==> src/rtl/scsi_bus_regs_pkg.sv <==
package scsi_bus_regs_pkg;

   localparam int BYTE_W = 8;
   localparam int CTL_N  = 9;

   localparam int CTL_ATN = 0;
   localparam int CTL_ACK = 1;
   localparam int CTL_BSY = 2;
   localparam int CTL_SEL = 3;
   localparam int CTL_RST = 4;
   localparam int CTL_IO  = 5;
   localparam int CTL_CD  = 6;
   localparam int CTL_MSG = 7;
   localparam int CTL_REQ = 8;

   localparam logic [2:0] ADR_DATA  = 3'd0;
   localparam logic [2:0] ADR_LINE  = 3'd1;
   localparam logic [2:0] ADR_MODE  = 3'd2;
   localparam logic [2:0] ADR_PHASE = 3'd3;
   localparam logic [2:0] ADR_STAT  = 3'd4;
   localparam logic [2:0] ADR_XSTAT = 3'd5;
   localparam logic [2:0] ADR_INLAT = 3'd6;
   localparam logic [2:0] ADR_CLR   = 3'd7;

   typedef enum logic [2:0] {
      PH_DATA_OUT = 3'b000,
      PH_DATA_IN  = 3'b001,
      PH_COMMAND  = 3'b010,
      PH_STATUS   = 3'b011,
      PH_MSG_OUT  = 3'b110,
      PH_MSG_IN   = 3'b111
   } bus_phase_t;

   typedef enum logic [1:0] {
      ARB_IDLE,
      ARB_WAIT,
      ARB_WON,
      ARB_LOST
   } arb_state_t;

   typedef struct packed {
      logic rst;
      logic hiz;
      logic ack;
      logic bsy;
      logic sel;
      logic atn;
      logic dat;
   } line_cmd_t;

   typedef struct packed {
      logic blk;
      logic tgt;
      logic pchk;
      logic pint;
      logic eopint;
      logic monbsy;
      logic dma;
      logic arb;
   } mode_t;

endpackage

==> src/rtl/scsi_in_sync.sv <==
module scsi_in_sync #(
   parameter int W      = 18,
   parameter int STAGES = 2
) (
   input  logic         clk,
   input  logic         rst_n,
   input  logic [W-1:0] d,
   output logic [W-1:0] q
);

   if (STAGES < 2) begin : g_bad_stages
      $error("scsi_in_sync: STAGES must be at least 2");
   end

   logic [W-1:0] stage [STAGES];

   for (genvar s = 0; s < STAGES; s++) begin : g_stage
      always_ff @(posedge clk or negedge rst_n) begin
         if (!rst_n) begin
            stage[s] <= '0;
         end else begin
            if (s == 0) begin
               stage[s] <= d;
            end else begin
               stage[s] <= stage[(s == 0) ? 0 : s - 1];
            end
         end
      end
   end

   assign q = stage[STAGES-1];

endmodule

==> src/rtl/scsi_arbiter.sv <==
module scsi_arbiter
   import scsi_bus_regs_pkg::*;
#(
   parameter int OWN_ID   = 7,
   parameter int FREE_CYC = 40
) (
   input  logic              clk,
   input  logic              rst_n,
   input  logic              arb_req,
   input  logic              bus_bsy,
   input  logic              bus_sel,
   input  logic [BYTE_W-1:0] bus_data,
   output logic              arb_drive,
   output logic              in_prog,
   output logic              lost
);

   localparam int CNT_W = (FREE_CYC < 2) ? 1 : $clog2(FREE_CYC);
   localparam logic [CNT_W-1:0] CNT_LAST = CNT_W'(FREE_CYC - 1);

   if (FREE_CYC < 2) begin : g_bad_free
      $error("scsi_arbiter: FREE_CYC must be at least 2");
   end
   if (OWN_ID < 0 || OWN_ID >= BYTE_W) begin : g_bad_id
      $error("scsi_arbiter: OWN_ID outside the data bus");
   end

   logic [BYTE_W-1:0] hi_mask;
   for (genvar i = 0; i < BYTE_W; i++) begin : g_mask
      assign hi_mask[i] = (i > OWN_ID);
   end

   arb_state_t       state;
   logic [CNT_W-1:0] free_cnt;
   logic             bus_free;
   logic             higher_seen;

   assign bus_free    = !bus_bsy && !bus_sel;
   assign higher_seen = bus_sel && ((bus_data & hi_mask) != '0);

   always_ff @(posedge clk or negedge rst_n) begin
      if (!rst_n) begin
         state    <= ARB_IDLE;
         free_cnt <= '0;
      end else if (!arb_req) begin
         state    <= ARB_IDLE;
         free_cnt <= '0;
      end else begin
         case (state)
            ARB_IDLE: begin
               state    <= ARB_WAIT;
               free_cnt <= '0;
            end
            ARB_WAIT: begin
               if (!bus_free) begin
                  free_cnt <= '0;
               end else if (free_cnt == CNT_LAST) begin
                  state <= ARB_WON;
               end else begin
                  free_cnt <= free_cnt + 1'b1;
               end
            end
            ARB_WON: begin
               if (higher_seen) begin
                  state <= ARB_LOST;
               end
            end
            default: state <= ARB_LOST;
         endcase
      end
   end

   assign arb_drive = (state == ARB_WON);
   assign in_prog   = (state == ARB_WON);
   assign lost      = (state == ARB_LOST);

endmodule

==> src/rtl/scsi_host_regs.sv <==
module scsi_host_regs
   import scsi_bus_regs_pkg::*;
(
   input  logic              clk,
   input  logic              rst_n,
   input  logic [2:0]        addr,
   input  logic              wr,
   input  logic              rd,
   input  logic [BYTE_W-1:0] wdata,
   output logic [BYTE_W-1:0] rdata,
   input  logic [CTL_N-1:0]  bus_ctl,
   input  logic [BYTE_W-1:0] bus_data,
   input  logic              bus_par,
   input  logic              phase_match,
   input  logic              arb_in_prog,
   input  logic              arb_lost,
   input  logic              dma_end,
   input  logic              dma_req,
   input  logic              par_err,
   input  logic              irq,
   input  logic              busy_err,
   input  logic              last_byte,
   output logic [BYTE_W-1:0] out_byte,
   output line_cmd_t         line_cmd,
   output logic [3:0]        phase_cmd,
   output logic              mode_tgt,
   output logic              mode_arb,
   output logic [BYTE_W-1:0] sel_en,
   output logic              stb_send,
   output logic              stb_tgt_rx,
   output logic              stb_ini_rx,
   output logic              stb_irq_clr
);

   mode_t             mode;
   logic [BYTE_W-1:0] in_latch;
   logic              edge_prev;
   logic              edge_now;

   assign edge_now = mode.tgt ? bus_ctl[CTL_ACK] : bus_ctl[CTL_REQ];

   always_ff @(posedge clk or negedge rst_n) begin
      if (!rst_n) begin
         out_byte  <= '0;
         line_cmd  <= '0;
         mode      <= '0;
         phase_cmd <= '0;
         sel_en    <= '0;
         in_latch  <= '0;
         edge_prev <= 1'b0;
      end else begin
         edge_prev <= edge_now;
         if (edge_prev && !edge_now) begin
            in_latch <= bus_data;
         end
         if (wr) begin
            case (addr)
               ADR_DATA:  out_byte <= wdata;
               ADR_LINE:  line_cmd <= '{rst: wdata[7], hiz: wdata[6], ack: wdata[4],
                                        bsy: wdata[3], sel: wdata[2], atn: wdata[1],
                                        dat: wdata[0]};
               ADR_MODE:  mode <= mode_t'(wdata);
               ADR_PHASE: phase_cmd <= wdata[3:0];
               ADR_STAT:  sel_en <= wdata;
               default:   ;
            endcase
         end
      end
   end

   always_comb begin
      case (addr)
         ADR_DATA:  rdata = bus_data;
         ADR_LINE:  rdata = {line_cmd.rst, arb_in_prog, arb_lost, line_cmd.ack,
                             line_cmd.bsy, line_cmd.sel, line_cmd.atn, line_cmd.dat};
         ADR_MODE:  rdata = mode;
         ADR_PHASE: rdata = {last_byte, 3'b000, phase_cmd};
         ADR_STAT:  rdata = {bus_ctl[CTL_RST], bus_ctl[CTL_BSY], bus_ctl[CTL_REQ],
                             bus_ctl[CTL_MSG], bus_ctl[CTL_CD], bus_ctl[CTL_IO],
                             bus_ctl[CTL_SEL], bus_par};
         ADR_XSTAT: rdata = {dma_end, dma_req, par_err, irq, phase_match, busy_err,
                             bus_ctl[CTL_ATN], bus_ctl[CTL_ACK]};
         ADR_INLAT: rdata = in_latch;
         default:   rdata = '0;
      endcase
   end

   assign mode_tgt    = mode.tgt;
   assign mode_arb    = mode.arb;
   assign stb_send    = wr && (addr == ADR_XSTAT);
   assign stb_tgt_rx  = wr && (addr == ADR_INLAT);
   assign stb_ini_rx  = wr && (addr == ADR_CLR);
   assign stb_irq_clr = rd && (addr == ADR_CLR);

endmodule

==> src/rtl/scsi_bus_regs.sv <==
module scsi_bus_regs
   import scsi_bus_regs_pkg::*;
#(
   parameter int OWN_ID      = 7,
   parameter int FREE_CYC    = 40,
   parameter int SYNC_STAGES = 2
) (
   input  logic        clk,
   input  logic        rst_n,
   input  logic [2:0]  host_addr,
   input  logic        host_wr,
   input  logic        host_rd,
   input  logic [7:0]  host_wdata,
   output logic [7:0]  host_rdata,
   input  logic [7:0]  scsi_data_in,
   input  logic        scsi_par_in,
   input  logic [8:0]  scsi_ctl_in,
   output logic [7:0]  scsi_data_assert,
   output logic [8:0]  scsi_ctl_assert,
   input  logic        dma_end_in,
   input  logic        dma_req_in,
   input  logic        par_err_in,
   input  logic        irq_in,
   input  logic        busy_err_in,
   input  logic        last_byte_in,
   output logic [7:0]  sel_enable,
   output logic        start_send,
   output logic        start_tgt_rx,
   output logic        start_ini_rx,
   output logic        irq_clear
);

   localparam int SYNC_W = CTL_N + BYTE_W + 1;
   localparam logic [BYTE_W-1:0] ID_BIT = BYTE_W'(1) << OWN_ID;

   logic [SYNC_W-1:0] sync_q;
   logic [CTL_N-1:0]  bus_ctl;
   logic [BYTE_W-1:0] bus_data;
   logic              bus_par;
   logic              arb_drive;
   logic              arb_in_prog;
   logic              arb_lost;
   logic              mode_tgt;
   logic              mode_arb;
   logic              phase_match;
   logic              line_hiz;
   logic [BYTE_W-1:0] out_byte;
   logic [3:0]        phase_cmd;
   line_cmd_t         line_cmd;

   scsi_in_sync #(.W(SYNC_W), .STAGES(SYNC_STAGES)) u_sync (
      .clk   (clk),
      .rst_n (rst_n),
      .d     ({scsi_par_in, scsi_data_in, scsi_ctl_in}),
      .q     (sync_q)
   );

   assign bus_ctl  = sync_q[CTL_N-1:0];
   assign bus_data = sync_q[CTL_N +: BYTE_W];
   assign bus_par  = sync_q[SYNC_W-1];

   assign phase_match = (phase_cmd[2:0] ==
                         {bus_ctl[CTL_MSG], bus_ctl[CTL_CD], bus_ctl[CTL_IO]});

   scsi_arbiter #(.OWN_ID(OWN_ID), .FREE_CYC(FREE_CYC)) u_arb (
      .clk       (clk),
      .rst_n     (rst_n),
      .arb_req   (mode_arb),
      .bus_bsy   (bus_ctl[CTL_BSY]),
      .bus_sel   (bus_ctl[CTL_SEL]),
      .bus_data  (bus_data),
      .arb_drive (arb_drive),
      .in_prog   (arb_in_prog),
      .lost      (arb_lost)
   );

   scsi_host_regs u_regs (
      .clk         (clk),
      .rst_n       (rst_n),
      .addr        (host_addr),
      .wr          (host_wr),
      .rd          (host_rd),
      .wdata       (host_wdata),
      .rdata       (host_rdata),
      .bus_ctl     (bus_ctl),
      .bus_data    (bus_data),
      .bus_par     (bus_par),
      .phase_match (phase_match),
      .arb_in_prog (arb_in_prog),
      .arb_lost    (arb_lost),
      .dma_end     (dma_end_in),
      .dma_req     (dma_req_in),
      .par_err     (par_err_in),
      .irq         (irq_in),
      .busy_err    (busy_err_in),
      .last_byte   (last_byte_in),
      .out_byte    (out_byte),
      .line_cmd    (line_cmd),
      .phase_cmd   (phase_cmd),
      .mode_tgt    (mode_tgt),
      .mode_arb    (mode_arb),
      .sel_en      (sel_enable),
      .stb_send    (start_send),
      .stb_tgt_rx  (start_tgt_rx),
      .stb_ini_rx  (start_ini_rx),
      .stb_irq_clr (irq_clear)
   );

   assign line_hiz = line_cmd.hiz;

   always_comb begin
      scsi_ctl_assert  = '0;
      scsi_data_assert = '0;
      if (!line_hiz) begin
         scsi_ctl_assert[CTL_RST] = line_cmd.rst;
         scsi_ctl_assert[CTL_BSY] = line_cmd.bsy | arb_drive;
         scsi_ctl_assert[CTL_SEL] = line_cmd.sel;
         scsi_ctl_assert[CTL_ATN] = line_cmd.atn & ~mode_tgt;
         scsi_ctl_assert[CTL_ACK] = line_cmd.ack & ~mode_tgt;
         if (mode_tgt) begin
            scsi_ctl_assert[CTL_REQ] = phase_cmd[3];
            scsi_ctl_assert[CTL_MSG] = phase_cmd[2];
            scsi_ctl_assert[CTL_CD]  = phase_cmd[1];
            scsi_ctl_assert[CTL_IO]  = phase_cmd[0];
         end
         if (arb_drive) begin
            scsi_data_assert = out_byte | ID_BIT;
         end else if (line_cmd.dat && phase_match) begin
            scsi_data_assert = out_byte;
         end
      end
   end

endmodule

==> config.mk <==
export PLATFORM = sky130hd
export DESIGN_NAME = scsi_bus_regs
export DESIGN_NICKNAME = d
export VERILOG_FILES = /design/src/rtl/scsi_bus_regs_pkg.sv /design/src/rtl/scsi_in_sync.sv /design/src/rtl/scsi_arbiter.sv /design/src/rtl/scsi_host_regs.sv /design/src/rtl/scsi_bus_regs.sv
export SDC_FILE = /design/constraint.sdc
export NUM_CORES = 1
export LEC_CHECK = 0
export BUFFER_PORTS_ARGS = -buffer_cell sky130_fd_sc_hd__buf_4
export CAP_MARGIN = 40
export CORE_MARGIN = 5
export CORE_UTILIZATION = 35
export CTS_CLUSTER_SIZE = 8
export DETAILED_ROUTE_END_ITERATION = 10
export SYNTH_ARGS = -nofsm -noshare
export SYNTH_HDL_FRONTEND = slang
export SYNTH_SLANG_ARGS = --single-unit
export TNS_END_PERCENT = 100
==> constraint.sdc <==
create_clock -name clk -period 1.65 [get_ports clk]
set_input_delay 0.2475 -clock clk [delete_from_list [all_inputs] [get_ports clk]]
set_output_delay 0.2475 -clock clk [all_outputs]
set_load 0.05 [all_outputs]
# Yosys cells after proc, flatten, opt, wreduce, memory -nomap -nowiden
# Index checks and enable logic that the tools add are counted.
# classes
eq_ne,17
bitwise_logic,4
n_mul,0
shifts,0
reduce_logical,19
n_mux,15
n_div,0
addsub,1
magnitude_cmp,0
# op_table
cell,n
8-bit one-hot mux with 7 select lines,1
8-bit 2-to-1 mux,3
6-bit 2-to-1 mux,3
"3-bit == test, second input constant",4
6-bit one-hot mux with 2 select lines,1
2-bit AND reduction,6
9-bit 2-to-1 mux,1
"3-bit inequality test, second input constant",3
1-bit logical AND,7
"6-bit by 1-bit adder with 6-bit output, second input constant",1
"3-bit by 2-bit == test with 1-bit output, second input constant",2
"6-bit == test, second input constant",1
2-bit 2-to-1 mux,3
2-bit one-hot mux with 3 select lines,1
"2-bit == test, second input constant",2
4-bit 2-to-1 mux,1
"4-bit inequality test, second input constant",1
"3-bit by 1-bit == test with 1-bit output, second input constant",1
3-bit == test,1
1-bit zero test,3
3-bit zero test,1
3-bit AND reduction,1
1-bit AND,2
"2-bit by 1-bit == test with 1-bit output, second input constant",1
other kinds (5),5
# totals
latchBits,0
ram_bits,0
inputBits,39
reg_bits,88
out_inout_bits,37
n_memories,0
romBits,0

# Logic depth before layout (Yosys ltp)
# Gate-level depths: netlist of run 1.
# logic_depth
word_depth,5
ltp_mapped,5
ltp_nobuf,4

# Modules after synthesis
# A second synthesis of run 1 with hierarchy kept.
# hier_totals
cells_unflattened,298
hier_area_um2,3965.1
# modules_own_cells
module,seq_area_each_um2,instances,area_each_um2,cells_per_inst
scsi_host_regs,1101.1,1,2252.2,167
scsi_in_sync,900.9,1,1036.0,54
scsi_arbiter,200.2,1,476.7,50
scsi_bus_regs,0.0,1,200.2,27

# Worst setup path after synthesis of run 1
# Ideal clock, no wire load.
# synth_path
kind,flip-flop to output port
start,register u_regs.phase_cmd[2]
end,output scsi_data_assert[0]
arrival_time_ns,2.089
required_ns,1.402
stages_incl_launch_ff,4
path_buffers,0
setup_slack_ns,-0.687
cell_sequence,dfrtp_1 xnor2_1 a41oi_1 nor3b_1
# synth_between
elab_chain_len,5
# synth_lines
item,line,source
start: declaration,scsi_host_regs.sv:25,"output logic [3:0] phase_cmd,"
start signal: assignment,scsi_host_regs.sv:63,ADR_PHASE: phase_cmd <= wdata[3:0];
3-bit == test,scsi_bus_regs.sv:62,assign phase_match = (phase_cmd[2:0] ==
1-bit logical AND,scsi_bus_regs.sv:128,end else if (line_cmd.dat && phase_match) begin
8-bit 2-to-1 mux,scsi_bus_regs.sv:128,
8-bit 2-to-1 mux,scsi_bus_regs.sv:126,if (arb_drive) begin
8-bit 2-to-1 mux,scsi_bus_regs.sv:114,if (!line_hiz) begin
end: declaration,scsi_bus_regs.sv:18,"output logic [7:0] scsi_data_assert,"
# No other way between the ends.

# Worst setup path after layout of run 1
# layout_path
start,register u_regs.phase_cmd[1]
end,output scsi_data_assert[5]
# The elaborated chain is that of the path after synthesis.

==> impl_metrics.toml, run 1 <==
[outcome]
status = "finished, violations left"
failed_checks = "negative setup slack"

[pwr]
ir_drop_mv = 0.612
swShare_pct = 31.9
internal_power_mw = 4.31
power_mw = 6.33
p_leak_nw = 2.53
comb_power_share_pct = 31.2
seqPwrFrac_pct = 42.3
power_frac_clock_pct = 26.5
switching_power_mw = 2.02
power_density_nw_per_um2 = 1130

[floorplan]
core_region_area_sq_um = 10400
die_h_um = 114
start_util_pct = 36.2
chipWidth_um = 114
dieArea_sq_um = 12900
rows = 37
io_pins = 76

[setup_path]
cpPeakStageDelay_ns = 0.42
crit_path_end_kind = "primary output"
critPathLaunch = "u_regs.phase_cmd[1]$_DFFE_PN0P_"
reg2reg_depth = 4
crit_family = "flip-flops"
path_buf_inv = 2
worstPathCellList = "xnor2_2, a41oi_4, buf_12, nor3b_4, buf_6"
start_kind = "flip-flop"
crit_cells = 5
cp_data_arrival_time_ns = 1.71
cp-endpoint = "scsi_data_assert[5]"
cp_max_fo = 7
rrSetupSlack_ns = 0.06
r2r-start = "u_regs.mode_tgt$_DFFE_PN0P_"
required_ns = 1.40
reg2reg_to = "u_regs.in_latch[5]$_DFFE_PN0P_"
slowest_stage = "dfrtp_1"
critPathKind = "flip-flop to primary output"

[synth]
synthesis.nets = 317
synth_xor_xnor_area_share_pct = 0.700
synth_top_cells_by_count = "88 x dfrtp_1, 37 x mux2_2, 19 x nand2_1, 11 x nor3b_1, 10 x nor2_1"
synth_compound_area_share_pct = 5.97
muxShareOfSynthArea_pct = 20.1
synthFlopType = "dfrtp_1"
synth_top_area_cell = "dfrtp_1"
yosysUniqueCellTypes = 42
ys_warn_count = 0
ys_seq_area_share_pct = 58.7
synth.most_common_cell = "dfrtp_1"
synth_edf_count = 0
synth_top_family_by_area = "multiplexers"
netlist_area_sq_um = 3750
synthAdderAreaFrac_pct = 0.333
syn_avg_cell_area_sq_um = 13.5
synthTopCellsByArea = "dfrtp_1 59%, mux2_2 11%, mux2_4 3.6%, mux4_2 3.0%, mux2i_1 2.4%"
ys_ff_latch = 88
synthCells = 277
yosys.area_share.simple_pct = 12.2
synthArstFlopShare_pct = 100
synth_top_area_share_pct = 58.7

[global_routing]
antenna_found_initial = 0
track_usage_pct = 15.1
grt_max_degree = 28
grt-ovfl-total = 0
grt_pass1_vias = 2796
grt_pass1_wl_mm = 15.1

[drt]
totalWireLength_mm = 9.26
routed_via_density = 4.82
wl_met3_um = 336
m1WireLength_mm = 4.35
wl_per_cell_um = 16.6
vias = 2686
wl_met2_mm = 4.41
top_layer = "met4"
antenna_left = 0
drt_pass1_iterations = 4
drt-initial-drc-count = 97
drc = 0

[finish]
n_fill_cell = 874
fin_cells = 557
ff_latch_area_sq_um = 2200
multi_input_area_sq_um = 1690
fin_util_pct = 53.9
drive_gt1_share_pct = 53.4
n_antenna_cell = 0
nNetsFinal = 456
syn_to_final_growth_pct = 49.1
fin_area_sq_um = 5590

[clock_network]
htree_num_levels = 3
clk_pin_slew_ns = 0.10
clk_latency_ns = 0.36
clkSinkCount = 88
cts_max_path_buffers = 2
cts_tree = "yes"
cts_buffers = 9
cts_root_buf = "clkbuf_8"

[sta]
whs_ns = 0.153
rsz0062_at_grt = "yes"
finalCriticalPeriod_ns = 1.96
fmaxAchievable_mhz = 510
setup_viol = 17
fin_setup_tns_ns = -3.68
fin_worst_skew_ns = 0.0127
post-route-worst-setup-slack_ns = -0.310
period_share_pct = 119
slew_headroom_pct = 75.5
hold_viol = 0
tightest_slew_ns = 0.363
drv_slew = 0

[place]
place_area_sq_um = 4910
place_ws_ns = -0.0318
port_buffers = 75
gp_congestion = 0.789
place_hpwl_mm = 6.95
place_inst = 512

[hold_path]
hold_class = "primary input to flip-flop"

[flow_run]
cap_violations = 0
[repair_timing]
action | CTS | global route
hold buffers | 19 | 0
gates resized for setup | 39 | 13
pin swaps | 9 | 8
endpoints found under the hold margin | 34 | 0
setup buffers | 7 | 4
setup endpoints to repair | 24 | 27
cloned | 0 | 0
[sequential cells by signal (all words and copies together) (netlist names), 6 cells and up]
register,flops
u_arb.free_cnt,6
u_regs.in_latch,8
u_regs.line_cmd,7
u_regs.mode,6
u_regs.out_byte,8
u_regs.sel_en,8
u_sync.q,18
u_sync.stage,18
[power groups by stage]
stage,Sequential [mW],Clock (mW),Combinational [mW]
after floorplan,2.81,0,1.00
after global placement,2.71,0,1.72
after detailed placement,2.72,0,1.75
after CTS,2.68,1.73,1.94
after global routing,2.72,1.82,2.08
final,2.68,1.68,1.97
[cell families after synthesis]
logic type | after synthesis
buffers and inverters | 16
AO/OA/AOI/OAI | 32
adder cells (fa/ha/maj) | 1
flip-flops | 88
multiplexers | 60
XOR/XNOR | 3
AND/OR/NAND/NOR | 77
[worst min-delay path by stage]
| stage | slack, ns | cells after the start | endpoint | startpoint |
|---|---|---|---|---|
| after floorplan | -0.05 | 0 | u_arb.free_cnt[0]$_DFFE_PN0P_ | rst_n |
| after global placement | 0.15 | 1 | u_regs.sel_en[2]$_DFFE_PN0P_ | rst_n |
| after detailed placement | 0.15 | 1 | u_regs.sel_en[6]$_DFFE_PN0P_ | rst_n |
| after CTS | 0.13 | 2 | u_regs.sel_en[7]$_DFFE_PN0P_ | host_wdata[7] |
| after global routing | 0.13 | 2 | u_regs.out_byte[7]$_DFFE_PN0P_ | host_wdata[7] |
| final | 0.15 | 2 | u_regs.line_cmd[4]$_DFFE_PN0P_ | host_wdata[4] |
[layout by cell type (no fill, tap or decap), types with 3 or more instances in the layout]
cell type      instances
dfrtp_1               87
buf_4                 85
mux2_2                37
buf_6                 26
dlygate4sd3_1         19
nand2_1               17
mux2i_1                9
nor2_1                 9
mux2_4                 9
clkbuf_8               9
nor3b_4                7
nor2b_1                6
buf_12                 6
mux4_2                 5
inv_1                  4
o22ai_1                4
nand2b_1               4
xnor2_2                3
o21ai_2                3
o211ai_1               3
and2_4                 3
nor2_2                 3
nand3_1                3
buf_8                  3
[layout make-up]
type / count / share of cell area (%)
inverter: 5 / 0.335
clock buffer: 9 / 2.21
clock inverter: 7 / 1.83
sequential: 88 / 39.4
multi-input combinational: 173 / 30.2
timing repair buffer: 139 / 23.0
tap: 136 / 3.04
[per-layer routing]
| metal | vias up | GRT usage, % |
|---|---|---|
| li1 | 1271 | - |
| met1 | 1341 | 21.1 |
| met2 | 64 | 23.2 |
| met3 | 10 | 3.02 |
| met4 | 0 | 6.01 |
| met5 | - | 0 |
(Power assumes the default switching activity.)
==> inputs of run 2 (changes only) <==
clock period = 1.7 ns   (was 1.65 ns; I/O delays follow)
==> run 2 against run 1 <==
The flow still finishes with violations (negative setup slack); critical endpoint is now scsi_data_assert[2]; worst hold slack gained 0.013 ns; clock power fell by 2%; first-iteration DRC count decreased by 35%; final cell count is 1.3% lower; wire length increased by 1.1%; non-clock buffer count is 7 lower; sequential share of layout area up 0.69 points.
==> impl_metrics.toml, run 2 (same netlist as run 1, synthesis figures left out) <==
[place]
place_area_sq_um = 4870
place_inst = 507
gp_congestion = 0.831
port_buffers = 75
place_hpwl_mm = 6.86

[drt]
routed_via_density = 4.83
vias = 2659
antenna_left = 0
totalWireLength_mm = 9.36
drt-initial-drc-count = 63
wl_per_cell_um = 17.0
drc = 0
drt_pass1_iterations = 4

[setup_path]
cp_max_fo = 7
required_ns = 1.44
start_kind = "flip-flop"
rrSetupSlack_ns = 0.13
critPathKind = "flip-flop to primary output"
cp_data_arrival_time_ns = 1.73
crit_path_end_kind = "primary output"

[sta]
setup_viol = 16
slew_headroom_pct = 71.9
drv_slew = 0
hold_viol = 0
rsz0062_at_grt = "yes"
finalCriticalPeriod_ns = 1.98
period_share_pct = 117
fmaxAchievable_mhz = 505
whs_ns = 0.166
post-route-worst-setup-slack_ns = -0.281
tightest_slew_ns = 0.416
fin_worst_skew_ns = 0.00922

[outcome]
failed_checks = "negative setup slack"
status = "finished, violations left"

[global_routing]
antenna_found_initial = 0
grt_pass1_vias = 2831
grt_max_degree = 51
grt-ovfl-total = 0
track_usage_pct = 15.0
grt_pass1_wl_mm = 15.0

[floorplan]
start_util_pct = 36.2
chipWidth_um = 114
core_region_area_sq_um = 10400
dieArea_sq_um = 12900
die_h_um = 114
io_pins = 76
rows = 37

[clock_network]
clk_pin_slew_ns = 0.09
cts_buffers = 9
clkSinkCount = 88
cts_tree = "yes"
cts_root_buf = "clkbuf_8"
cts_max_path_buffers = 2
clk_latency_ns = 0.36
htree_num_levels = 3

[pwr]
ir_drop_mv = 0.557
power_density_nw_per_um2 = 1110
p_leak_nw = 2.48

[finish]
fin_area_sq_um = 5500
fin_cells = 550
syn_to_final_growth_pct = 46.6
layout_commonest_cell = "dfrtp_1"
nNetsFinal = 449
final_cell_mix = "86 x dfrtp_1, 83 x buf_4, 37 x mux2_2, 24 x buf_6, 19 x dlygate4sd3_1"
n_fill_cell = 892
drive_gt1_share_pct = 51.7
n_antenna_cell = 0

[flow_run]
cap_violations = 0

[hold_path]
hold_class = "primary input to flip-flop"
[run 2: cell count changes in the layout (fill, tap and decap cells not counted), sizes merged]
| cell | delta |
|---|---|
| clkinvlp | +1 |
| buf | -7 |
| clkinv | -1 |
[run 2: cell type report]
class | instances | area (sq um) | area share [%]
sequential | 88 | 2200 | 40.1
clock buffer | 9 | 124 | 2.25
clock inverter | 7 | 101 | 1.84
multi-input combinational | 173 | 1680 | 30.5
timing repair buffer | 132 | 1200 | 21.9
tap | 136 | 170 | 3.09
inverter | 5 | 18.8 | 0.341
[run 2: layer usage]
layer | wire (um) | share of wire, % | track usage [%]
met5 | 0 | 0 | 0
met1 | 4470 | 48 | 21.2
met2 | 4360 | 47 | 22.9
met4 | 148 | 1.6 | 4.81
met3 | 386 | 4.1 | 3.55
[run 2: path summary, 6_finish.rpt]
kind / startpoint / endpoint / cells past startpoint
max in group asynchronous: rst_n / u_regs.line_cmd[0]$_DFFE_PN0P_ / 3
setup reg to reg: u_regs.mode_tgt$_DFFE_PN0P_ / u_regs.in_latch[5]$_DFFE_PN0P_ / 4
hold / removal: host_wdata[3] / u_regs.sel_en[3]$_DFFE_PN0P_ / 2
hold reg to reg: u_sync.stage[20]$_DFF_PN0_ / u_sync.q[2]$_DFF_PN0_ / 0
setup / recovery: u_sync.q[7]$_DFF_PN0_ / scsi_data_assert[2] / 5
min in group asynchronous: rst_n / u_regs.sel_en[6]$_DFFE_PN0P_ / 2
[run 2: report_power, final]
| group | switching (mW) | internal [mW] | total (mW) |
|---|---|---|---|
| clock network | 0.799 | 0.846 | 1.64 |
| registers | 0.203 | 2.40 | 2.60 |
| logic | 0.967 | 0.893 | 1.86 |
| total | 1.97 | 4.14 | 6.10 |
[run 2: stage by stage]
step	setup TNS (ns)	worst slack, ns	power (mW)	utilization [%]
after CTS	-3.37	-0.303	6.09	52.4
final	-3.04	-0.281	6.10	53.0
after floorplan	-0.644	-0.203	3.70	-
after global placement	0	0.0140	4.30	47.0
after global routing	-4.40	-0.395	6.37	53.0
after detailed placement	-0.00888	-0.00888	4.32	47.0
[run 2: critical path, cell delays in order, from the launching register on]
cell,delay (ns)
dfrtp_1,0.43
xnor2_2,0.23
a41oi_4,0.16
buf_12,0.18
nor3b_4,0.18
buf_6,0.18
[run 2: repair_timing]
item | in CTS | in global routing
pin swaps | 9 | 5
setup endpoints to repair | 21 | 28
hold buffers | 19 | 0
setup buffers | 6 | 4
endpoints found under the hold margin | 33 | 0
gates resized for setup | 30 | 12
==> inputs of run 3 (changes only) <==
TNS_END_PERCENT = 5   (was 100)
==> run 3 against run 2 <==
Utilization down 1.9 points; global-route usage about the same; worst setup slack better by 0.0094 ns; register-to-register slack worse by 0.08 ns; sequential cell count unchanged; critical endpoint is now scsi_data_assert[0]; clock skew up 0.00054 ns; largest cell class unchanged; combinational power down 5%; the run still ends with negative setup slack left; first-iteration DRC count up 130%.
==> impl_metrics.toml, run 3 (same netlist as run 1, synthesis figures left out) <==
[global_routing]
grt_max_degree = 33
antenna_found_initial = 0
track_usage_pct = 15.0
grt-ovfl-total = 0
grt_pass1_vias = 2814
grt_pass1_wl_mm = 14.8

[drt]
drt-initial-drc-count = 144
drt_pass1_iterations = 4
vias = 2687
totalWireLength_mm = 9.26
antenna_left = 0
routed_via_density = 4.99
drc = 0
wl_per_cell_um = 17.2

[pwr]
ir_drop_mv = 0.528
power_frac_clock_pct = 23.7
switching_power_mw = 1.90
seqPwrFrac_pct = 45.6
p_leak_nw = 2.36
comb_power_share_pct = 30.7
power_mw = 5.72
swShare_pct = 33.2
internal_power_mw = 3.82
power_density_nw_per_um2 = 1080

[clock_network]
htree_num_levels = 3
clkSinkCount = 88
cts_setup_buffers = 0
cts_tree = "yes"
cts_root_buf = "clkbuf_8"
clk_pin_slew_ns = 0.09
clk_latency_ns = 0.36
cts_max_path_buffers = 2
cts_buffers = 9

[finish]
n_fill_cell = 937
syn_to_final_growth_pct = 41.4
drive_gt1_share_pct = 51.0
final_cell_mix = "84 x dfrtp_1, 72 x buf_4, 37 x mux2_2, 21 x buf_6, 19 x dlygate4sd3_1"
fin_cells = 538
layout_commonest_cell = "dfrtp_1"
nNetsFinal = 437
n_antenna_cell = 0

[hold_path]
hold_class = "primary input to flip-flop"
min-delay-start = "host_wdata[7]"

[sta]
finalCriticalPeriod_ns = 1.97
drv_slew = 0
slew_headroom_pct = 65.9
fmaxAchievable_mhz = 507
period_share_pct = 116
setup_viol = 16
fin_worst_skew_ns = 0.00976
tightest_slew_ns = 0.511
hold_viol = 0
post-route-worst-setup-slack_ns = -0.271
rsz0062_at_grt = "yes"

[outcome]
failed_checks = "negative setup slack"
status = "finished, violations left"

[setup_path]
crit_path_end_kind = "primary output"
slowest_stage = "dfrtp_1"
cpPeakStageDelay_ns = 0.42
crit_path_frequent_cell = "buf_6"
critPathKind = "flip-flop to primary output"
rrSetupSlack_ns = 0.05
critPathLaunch = "u_regs.phase_cmd[1]$_DFFE_PN0P_"
start_kind = "flip-flop"
cp_max_fo = 7
required_ns = 1.44
cp_data_arrival_time_ns = 1.72
worstPathCellList = "xnor2_2, a41oi_2, buf_6, nor3b_2, buf_6"
reg2reg_to = "u_arb.free_cnt[5]$_DFFE_PN0P_"
r2r-start = "u_arb.state[1]$_DFFE_PN0P_"
reg2reg_depth = 4
cp-endpoint = "scsi_data_assert[0]"

[floorplan]
io_pins = 76
core_region_area_sq_um = 10400
die_h_um = 114
dieArea_sq_um = 12900
chipWidth_um = 114
start_util_pct = 36.2
rows = 37

[place]
gp_congestion = 0.838
place_inst = 503
port_buffers = 75
place_hpwl_mm = 6.80

[flow_run]
cap_violations = 0
## run 3: changes by cell type in the layout (fill, tap and decap cells not counted), moves of 3 or more
cell / change
and2_1: -3
nor3b_2: +5
buf_6: -3
buf_4: -11
and2_4: +3
nor3b_4: -5
buf_8: +4
## run 3: timing repair
item | CTS | global route
cloned | 0 | 0
hold buffers | 19 | 0
resized for setup | 37 | 22
endpoints found under the setup margin | 21 | 24
pin swaps | 6 | 6
hold endpoints to repair | 58 | 0
## run 3: stage by stage
step / area, sq um / TNS (ns) / setup slack, ns / util, % / hold slack, ns
final: 5310 / -3.00 / -0.271 / 51.2 / 0.163
after global routing: 5310 / -4.33 / -0.352 / 51.2 / 0.138
after CTS: 5230 / -3.06 / -0.277 / 50.5 / 0.141
after detailed placement: 4710 / -0.0173 / -0.0173 / 45.5 / 0.130
after global placement: 4710 / 0 / 0.0171 / 45.5 / 0.128
after floorplan: 3790 / -3.33 / -0.410 / - / -0.0406
## run 3: worst max-delay path, delay by kind of cell, from the launching register on
family | cells | cell delay (ns)
XOR/XNOR | 1 | 0.22
buffers and inverters | 2 | 0.36
flip-flops | 1 | 0.42
AND/OR/NAND/NOR | 1 | 0.19
AO/OA/AOI/OAI | 1 | 0.16
## run 3: power groups by stage
| stage | clock [mW] | combinational (mW) | sequential (mW) |
|---|---|---|---|
| after floorplan | 0 | 0.899 | 2.72 |
| final | 1.36 | 1.76 | 2.61 |
| after detailed placement | 0 | 1.59 | 2.62 |
| after global placement | 0 | 1.56 | 2.61 |
| after global routing | 1.48 | 1.86 | 2.65 |
| after CTS | 1.41 | 1.71 | 2.59 |
## run 3: cell type report
type	count	area, sq um	share of cell area [%]
Inverter	5	18.8	0.354
Clock inverter	6	48.8	0.920
Sequential cell	88	2210	41.6
Clock buffer	10	138	2.59
Multi-Input combinational cell	173	1620	30.4
Timing Repair Buffer	120	1110	20.9
Tap cell	136	170	3.21
## run 3: worst min-delay path by stage
stage,end,depth (start not counted)
2_1_floorplan,u_arb.free_cnt[0]$_DFFE_PN0P_,0
6_report,u_regs.sel_en[7]$_DFFE_PN0P_,2
3_3_place_gp,u_regs.out_byte[2]$_DFFE_PN0P_,1
3_5_place_dp,u_regs.sel_en[2]$_DFFE_PN0P_,1
5_1_grt,u_regs.mode[7]$_DFFE_PN0P_,2
4_1_cts,u_regs.mode[7]$_DFFE_PN0P_,2
## run 3: metal layers
metal  vias up  share of wire, %  global-route usage [%]
li1       1232                 -                       -
met1      1369                43                    19.4
met3        17               5.1                    4.14
met2        69                50                    23.7
met4         0               1.9                    6.41
met5         -                 0                       0
